$ cat src/rtl/alu_ccr_pkg.sv
package alu_ccr_pkg;
  localparam int unsigned DATA_W = 32;
  localparam int unsigned LIT_W  = 12;
  localparam int unsigned FLAG_W = 4;

  typedef enum logic [2:0] {
    OP_ADD = 3'd0,
    OP_SUB = 3'd1,
    OP_AND = 3'd2,
    OP_OR  = 3'd3,
    OP_MOV = 3'd4,
    OP_CMP = 3'd5,
    OP_TST = 3'd6,
    OP_RSV = 3'd7
  } alu_op_e;

  typedef struct packed {
    logic n;
    logic z;
    logic c;
    logic v;
  } ccr_t;
endpackage

$ cat src/rtl/alu_rst_sync.sv
module alu_rst_sync #(
  parameter int unsigned STAGES = 2
) (
  input  logic clk,
  input  logic rst_n,
  output logic rst_n_sync
);
  logic [STAGES-1:0] chain_q;

  generate
    for (genvar i = 0; i < STAGES; i++) begin : g_stage
      if (i == 0) begin : g_first
        always_ff @(posedge clk or negedge rst_n) begin
          if (!rst_n) chain_q[i] <= 1'b0;
          else        chain_q[i] <= 1'b1;
        end
      end else begin : g_rest
        always_ff @(posedge clk or negedge rst_n) begin
          if (!rst_n) chain_q[i] <= 1'b0;
          else        chain_q[i] <= chain_q[i-1];
        end
      end
    end
  endgenerate

  assign rst_n_sync = chain_q[STAGES-1];
endmodule

$ cat src/rtl/alu_operand_sel.sv
module alu_operand_sel #(
  parameter int unsigned DATA_W = 32,
  parameter int unsigned LIT_W  = 12
) (
  input  logic              use_lit,
  input  logic [DATA_W-1:0] bus_q,
  input  logic [LIT_W-1:0]  lit_field,
  output logic [DATA_W-1:0] operand_b
);
  localparam int unsigned PAD_W = DATA_W - LIT_W;

  logic [DATA_W-1:0] lit_ext;

  generate
    if (PAD_W > 0) begin : g_pad
      assign lit_ext = {{PAD_W{1'b0}}, lit_field};
    end else begin : g_nopad
      assign lit_ext = lit_field[DATA_W-1:0];
    end
  endgenerate

  always_comb begin
    operand_b = use_lit ? lit_ext : bus_q;
  end
endmodule

$ cat src/rtl/alu_core.sv
module alu_core
  import alu_ccr_pkg::*;
#(
  parameter int unsigned DATA_W = 32
) (
  input  alu_op_e           op,
  input  logic [DATA_W-1:0] opa,
  input  logic [DATA_W-1:0] opb,
  output logic [DATA_W-1:0] res,
  output logic              carry,
  output logic              ovf,
  output logic              is_arith
);
  localparam int unsigned MSB = DATA_W - 1;

  logic              do_sub;
  logic [DATA_W-1:0] b_eff;
  logic [DATA_W:0]   sum;

  always_comb begin
    do_sub   = (op == OP_SUB) || (op == OP_CMP);
    is_arith = (op == OP_ADD) || do_sub;
    b_eff    = do_sub ? ~opb : opb;
    sum      = {1'b0, opa} + {1'b0, b_eff} + {{DATA_W{1'b0}}, do_sub};
    carry    = sum[DATA_W];
    ovf      = (opa[MSB] & b_eff[MSB] & ~sum[MSB]) |
               (~opa[MSB] & ~b_eff[MSB] & sum[MSB]);
    unique case (op)
      OP_ADD, OP_SUB, OP_CMP: res = sum[DATA_W-1:0];
      OP_AND, OP_TST:         res = opa & opb;
      OP_OR:                  res = opa | opb;
      OP_MOV:                 res = opb;
      default:                res = '0;
    endcase
  end
endmodule

$ cat src/rtl/alu_ccr_reg.sv
module alu_ccr_reg
  import alu_ccr_pkg::*;
(
  input  logic clk,
  input  logic rst_n,
  input  logic en_nz,
  input  logic en_cv,
  input  ccr_t flag_in,
  output ccr_t flag_q
);
  ccr_t flag_d;

  always_comb begin
    flag_d = flag_q;
    if (en_nz) begin
      flag_d.n = flag_in.n;
      flag_d.z = flag_in.z;
    end
    if (en_cv) begin
      flag_d.c = flag_in.c;
      flag_d.v = flag_in.v;
    end
  end

  always_ff @(posedge clk or negedge rst_n) begin
    if (!rst_n)               flag_q <= '0;
    else if (en_nz || en_cv)  flag_q <= flag_d;
  end
endmodule

$ cat src/rtl/alu_ccr_unit.sv
module alu_ccr_unit
  import alu_ccr_pkg::*;
#(
  parameter int unsigned W  = 32,
  parameter int unsigned LW = 12
) (
  input  logic          clk,
  input  logic          rst_n,
  input  logic [2:0]    op,
  input  logic          set_flags,
  input  logic          use_lit,
  input  logic [W-1:0]  bus_p,
  input  logic [W-1:0]  bus_q,
  input  logic [LW-1:0] lit_field,
  output logic [W-1:0]  result,
  output logic          dest_we,
  output logic [3:0]    flags
);
  alu_op_e  op_e;
  logic     rst_n_s;
  logic [W-1:0] operand_b;
  logic     carry, ovf, is_arith;
  logic     always_upd, upd_nz, upd_cv;
  ccr_t     flag_in, flag_q;

  assign op_e = alu_op_e'(op);

  alu_rst_sync #(.STAGES(2)) u_rst (
    .clk(clk), .rst_n(rst_n), .rst_n_sync(rst_n_s)
  );

  alu_operand_sel #(.DATA_W(W), .LIT_W(LW)) u_opsel (
    .use_lit(use_lit), .bus_q(bus_q), .lit_field(lit_field),
    .operand_b(operand_b)
  );

  alu_core #(.DATA_W(W)) u_core (
    .op(op_e), .opa(bus_p), .opb(operand_b), .res(result),
    .carry(carry), .ovf(ovf), .is_arith(is_arith)
  );

  always_comb begin
    always_upd = (op_e == OP_CMP) || (op_e == OP_TST);
    dest_we    = (op_e != OP_CMP) && (op_e != OP_TST) && (op_e != OP_RSV);
    upd_nz     = always_upd || (set_flags && dest_we);
    upd_cv     = upd_nz && is_arith;
    flag_in.n  = result[W-1];
    flag_in.z  = ~|result;
    flag_in.c  = carry;
    flag_in.v  = ovf;
  end

  alu_ccr_reg u_ccr (
    .clk(clk), .rst_n(rst_n_s), .en_nz(upd_nz), .en_cv(upd_cv),
    .flag_in(flag_in), .flag_q(flag_q)
  );

  assign flags = flag_q;

  // Flags hold when no write is requested (R7, R10 for C/V)
  assert_flags_hold_R7: assert property (@(posedge clk) disable iff (!rst_n_s)
    (!set_flags && op_e != OP_CMP && op_e != OP_TST) |=> $stable(flags));

  assert_cv_kept_R10: assert property (@(posedge clk) disable iff (!rst_n_s)
    (op_e inside {OP_AND, OP_OR, OP_MOV, OP_TST}) |=> $stable(flags[1:0]));

  assert_cmp_zero_R8: assert property (@(posedge clk) disable iff (!rst_n_s)
    (op_e == OP_CMP) |=> (flags[2] == ($past(bus_p) == $past(operand_b))));

  assert_neg_bit_R5: assert property (@(posedge clk) disable iff (!rst_n_s)
    (set_flags && dest_we) |=> (flags[3] == $past(result[W-1])));

  assert_no_write_R9: assert property (@(posedge clk) disable iff (!rst_n_s)
    (op_e inside {OP_CMP, OP_TST, OP_RSV}) |-> !dest_we);

  assert_lit_zext_R4: assert property (@(posedge clk) disable iff (!rst_n_s)
    (op_e == OP_MOV && use_lit) |-> (result[W-1:LW] == '0));
endmodule

$ cat config.mk
export PLATFORM = sky130hd
export DESIGN_NAME = alu_ccr_unit
export DESIGN_NICKNAME = d
export VERILOG_FILES = /design/src/rtl/alu_ccr_pkg.sv /design/src/rtl/alu_rst_sync.sv /design/src/rtl/alu_operand_sel.sv /design/src/rtl/alu_core.sv /design/src/rtl/alu_ccr_reg.sv /design/src/rtl/alu_ccr_unit.sv
export SDC_FILE = /design/constraint.sdc
export NUM_CORES = 1
export LEC_CHECK = 0
export ABC_AREA = 0
export BUFFER_PORTS_ARGS = -buffer_cell sky130_fd_sc_hd__buf_2
export CAP_MARGIN = 20
export CELL_PAD_IN_SITES_DETAIL_PLACEMENT = 1
export CELL_PAD_IN_SITES_GLOBAL_PLACEMENT = 1
export CORE_ASPECT_RATIO = 1.4
export CORE_MARGIN = 3
export CORE_UTILIZATION = 40
export DETAILED_ROUTE_END_ITERATION = 6
export HOLD_SLACK_MARGIN = 0.1
export PLACE_DENSITY = 0.95
export SYNTH_ARGS = -nofsm -noshare
export SYNTH_HDL_FRONTEND = slang
export SYNTH_SLANG_ARGS = --single-unit
$ cat constraint.sdc
create_clock -name clk -period 8.7 [get_ports clk]
set_input_delay 1.74 -clock clk [delete_from_list [all_inputs] [get_ports clk]]
set_output_delay 1.74 -clock clk [all_outputs]
set_load 0.03 [all_outputs]
---- Word-level counts from Yosys, hierarchy flattened ----
Cells that the tools add are included.
storage, ports and cells
  bits in registers ....................... 6
operators by class
  bitwise operators ....................... 11
  $add $sub $neg .......................... 2
  muxes and demuxes ....................... 3
  equal/unequal tests ..................... 9
  reductions and logical operators ........ 16
operators with widths
  operator              number
  $pmux W32 S4          1
  $mux W32              2
  $add A32 B32 Y33      1
  $add A33 B1 Y33       1
  $and A32 B32 Y32      1
  $not A32 Y32          1
  $or A32 B32 Y32       1
  $reduce_or A32 Y1     1
  $eq A3 B3 Y1 const B  3
  $ne A3 B3 Y1 const B  3
  $eq A3 B2 Y1 const B  2
  $logic_or A1 B1 Y1    5
  $and A1 B1 Y1         4
  $logic_and A1 B1 Y1   4
  $reduce_and A2 Y1     2
  $eq A3 B1 Y1 const B  1
  $logic_not A3 Y1      1
  $not A1 Y1            3
  $reduce_or A3 Y1      1
  $reduce_or A2 Y1      1
  $logic_not A1 Y1      1
  $or A1 B1 Y1          1

---- Longest topological paths before layout ----
  depth in word-level cells ............... 8
  depth in mapped cells ................... 17
  gate-level depth less buffers ........... 14

---- Modules after synthesis ----
A second synthesis with hierarchy kept.
unflattened totals
  cell total of the unflattened synthesis .. 515
  area total of the unflattened synthesis .. 3687.3 um^2
by module, submodules not included
  module           seq. area each (um^2)  times used  area each (um^2)  cells each
  alu_core         0.0                    1           3110.5            453
  alu_operand_sel  0.0                    1           281.5             35
  alu_ccr_reg      100.1                  1           145.1             8
  alu_ccr_unit     0.0                    1           96.3              16
  alu_rst_sync     50.0                   1           53.8              3

---- Least setup slack after synthesis ----
OpenSTA, ideal clock, no wires.
  path kind ............................... input port to output port
  start ................................... input use_lit
  end ..................................... output result[26]
  data arrival time ....................... 5.478 ns
  setup slack ............................. 1.482 ns
  cell stages on the path ................. 16
  required time ........................... 6.960 ns
  cells stage by stage .................... buf_6 buf_2 buf_2 mux2i_1 xnor2_1 inv_1 fa_1 nand2b_1 a211oi_1 o21ai_1 a2111o_1 a211o_1 and3b_1 o21bai_1 xnor2_1 o21ai_1
between the ends
  cells in the longest elaborated chain, start to end .. 6
  elaborated cells on any way between the ends .. 8
ends and longest elaborated chain
  what                RTL line               source
  start: declaration  alu_ccr_unit.sv:11     input logic use_lit,
  $mux W32 *          alu_operand_sel.sv:23  operand_b = use_lit ? lit_ext : bus_q;
  $not A32 Y32        alu_core.sv:23         b_eff = do_sub ? ~opb : opb;
  $mux W32            alu_core.sv:23
  $add A32 B32 Y33    alu_core.sv:24         sum = {1'b0, opa} + {1'b0, b_eff} + {{DATA_W{1'b0}}, do_sub};
  $add A33 B1 Y33     alu_core.sv:24
  $pmux W32 S4 *      alu_core.sv:28         unique case (op)
  end: declaration    alu_ccr_unit.sv:15     output logic [W-1:0] result,
Mark *: on every way between the ends. The rest lies on a longest branch, timed or not.

---- Worst setup path in the final report ----
Ends and elaborated chain as after synthesis.

==> flow_summary.yaml <==
clock_tree:
  h-tree-depth: 1
  clk_pin_slew_ps: 30
  cts_root_buffer: "clkbuf_16"
  cts.repair.resized: 0
  clkLatencyLatePin_ps: 230
  clockBufferDepth: 2
  clock-sinks: 6
  postCtsSetupBuffers: 0
  numCtsBuffers: 3
  cts_tree: "yes"
critical_path:
  slowest_delay_ps: 520
  cpMaxStageDelayCell: "a2111o_1"
  worstSetupEndpoint: "result[26]"
  end_kind: "output pin"
  reg2reg_from: "u_rst.rst_n_sync"
  r2r_end: "u_ccr.flag_q[2]"
  arrival_ps: 5950
  r2r_slack_ps: 7860
  crit_fanout: 13
  path_depth: 15
  worstSetupStartpointType: "input port"
  crit_path_start: "use_lit"
  critical_path.top_delay_family: "compound AO/OA/AOI/OAI gates"
  crit_required_ps: 6960
  path_buf_inv: 3
  reg2regPathDepth: 1
  cp_cell_sequence: "buf_2 > mux2i_1 > xnor2_1 > inv_1 > fa_1 > nand2b_1 > a211oi_1 > o21ai_1 > a2111o_1 > a211o_1 > and3b_1 > o21bai_1 > xnor2_1 > o21ai_1 > buf_2"
  worst-setup-path-type: "in -> out"
run_status:
  outcome: "finished clean"
global_routing:
  antenna_found_initial: 0
  grt_pass1_wl_um: 27400
  grt_overflow: 0
  grt_max_degree: 48
  grt_usage_pct: 28.7
  grt_pass1_vias: 5544
route:
  ant_nets: 0
  wire_per_inst_um: 20.7
  viasPerCell: 6.39
  first_iter_violations: 311
  drt_wl_total_um: 17000
  drtPass1Iterations: 7
  vias: 5226
  drc: 0
logic_synthesis:
  synth_flop_cell: "dfrtp_1"
  synth.avg_cell_area_um2: 6.81
  synth.top_cell.area_share_pct: 12.1
  synth_area_leader_cell: "ha_1"
  yosysSeqAreaShare_pct: 3.74
  netlist_area_um2: 4020
  synthCells: 590
  syn-num-nets: 713
  synthArstFlopShare_pct: 100
  synth_area_leaders: "ha_1 12%, xnor2_1 8.3%, o21ai_0 6.6%"
  synth_edf_count: 0
  synth_seq_cells: 6
  synth_warnings: 0
  ys_types: 69
sta:
  fmax_mhz: 130
  hold_violations: 0
  slew_viol_final: 0
  max_slew.worst_pin.slew_ps: 858
  fin_skew_ps: 4.81
  grt_setup_unrepaired: "false"
  min_period_ps: 7690
  slew-limit-headroom_pct: 42.7
  fin_setup_tns_ps: 0
  whs_ps: 376
  period_share_pct: 88.4
  setup_viol: 0
layout:
  nets: 811
  nFillCells: 1312
  antennaDiodeCount: 0
  drive_gt1_share_pct: 22.3
  final_area_um2: 4780
  synthToLayoutAreaGrowth_pct: 19.1
  mostFrequentLayoutCell: "buf_2"
  final_cell_mix: "119 x buf_2, 64 x nand2_1, 53 x o21ai_0"
floorplanning:
  core-area_um2: 9620
  dieWidth_um: 90.7
  ioPinCount: 120
  rows: 42
  die-area_um2: 11300
  initial_utilization_pct: 41.8
  die_y_um: 125
worst_hold_path:
  hp-class: "reg -> reg"
power:
  pwr_density_cell_nw_per_um2: 128
  ir_drop_uv: 72.2
  power.leakage_nw: 2.08
placed_design:
  io_buffers: 119
  dpl.hpwl_um: 13100
  place_area_um2: 4690
  place_congestion: 0.973
job:
  drv_cap: 0
-- worst min-delay path by stage --
stage                                 from               end  slack [ps]  cells after the start
after floorplan           u_rst.rst_n_sync   u_ccr.flag_q[0]          40                      0
after detailed placement  u_rst.rst_n_sync   u_ccr.flag_q[2]          60                      0
after global routing      u_rst.chain_q[0]  u_rst.rst_n_sync         380                      0
after CTS                 u_rst.chain_q[0]  u_rst.rst_n_sync         370                      0
after global placement    u_rst.rst_n_sync   u_ccr.flag_q[3]          50                      0
final                     u_rst.chain_q[0]  u_rst.rst_n_sync         380                      0
-- through the flow --
stage | util, % | total power [W] | std cells | setup slack (ps)
global placement | 48.8 | 0.000496 | 813 | 1320
global route | 49.8 | 0.000654 | 818 | 789
finish | 49.8 | 0.000613 | 818 | 1010
detailed placement | 48.8 | 0.000520 | 813 | 1070
CTS | 49.6 | 0.000604 | 817 | 1020
floorplan | - | 0.000381 | 590 | 1480
-- logic make-up (layout without fill, tap and decap cells) --
logic type,after synthesis,after routing,share of synthesized area [%]
AOI/OAI and AO/OA,212,212,35.6
xor gates and xnor gates,47,47,10.2
adders and majority gates,40,40,12.6
buffers and inverters,55,151,5.58
DFF,6,6,3.74
muxes,20,20,5.73
other,1,1,0.0934
and+or+nand+nor,209,209,26.4
-- cell type report --
| class | count | area, um^2 | share of cell area (%) |
|---|---|---|---|
| clock buffers | 3 | 75.1 | 1.57 |
| inverters | 20 | 75.1 | 1.57 |
| multi-input cells | 529 | 3650 | 76.3 |
| flip-flops and latches | 6 | 150 | 3.14 |
| well taps | 132 | 165 | 3.45 |
| repair buffers | 128 | 669 | 14.0 |
-- synthesized netlist by cell type, types with 5 or more instances --
| library cell | instances |
|---|---|
| mux2i_1 | 14 |
| dfrtp_1 | 6 |
| clkbuf_1 | 23 |
| nand2_1 | 64 |
| o21ai_0 | 53 |
| a21o_1 | 7 |
| ha_1 | 39 |
| nor2_1 | 40 |
| buf_2 | 5 |
| or3_1 | 7 |
| nand2b_1 | 8 |
| o21ai_1 | 8 |
| o221ai_1 | 6 |
| nand4_1 | 10 |
| xor2_1 | 9 |
| xnor2_1 | 38 |
| o211ai_1 | 21 |
| o31ai_1 | 7 |
| a22oi_1 | 14 |
| a21oi_1 | 36 |
| nand3_1 | 10 |
| a211oi_1 | 8 |
| nor3_1 | 12 |
| inv_1 | 20 |
| and3_1 | 10 |
| nor2b_1 | 27 |
| o21a_1 | 9 |
| buf_1 | 5 |
-- state kept, by name, summed over array words and instances, names as in the netlist --
signal / cells
u_rst.rst_n_sync: 1
u_rst.chain_q: 1
u_ccr.flag_q: 4
-- routing by layer --
| layer | wire (um) | track usage, % | part of all wire [%] | vias to the layer above |
|---|---|---|---|---|
| li1 | - | - | - | 2384 |
| met1 | 6420 | 31.4 | 38 | 2519 |
| met2 | 8610 | 53.5 | 51 | 252 |
| met3 | 1170 | 3.69 | 6.9 | 71 |
| met4 | 764 | 14.0 | 4.5 | 0 |
| met5 | 0 | 0 | 0 | - |
-- report_power, final --
part	total [W]	switching [W]	internal, W
sequential	0.0000353	0.00000318	0.0000321
combinational	0.000501	0.000328	0.000172
clock	0.0000772	0.0000179	0.0000593
total	0.000613	0.000350	0.000264
-- timing repair --
action / 4_1_cts / 5_1_grt
setup endpoints to repair: 0 / 0
endpoints found under the hold margin: 4 / 0
hold buffers: 1 / 0
No activity file was read; power rests on OpenSTA's default activity.
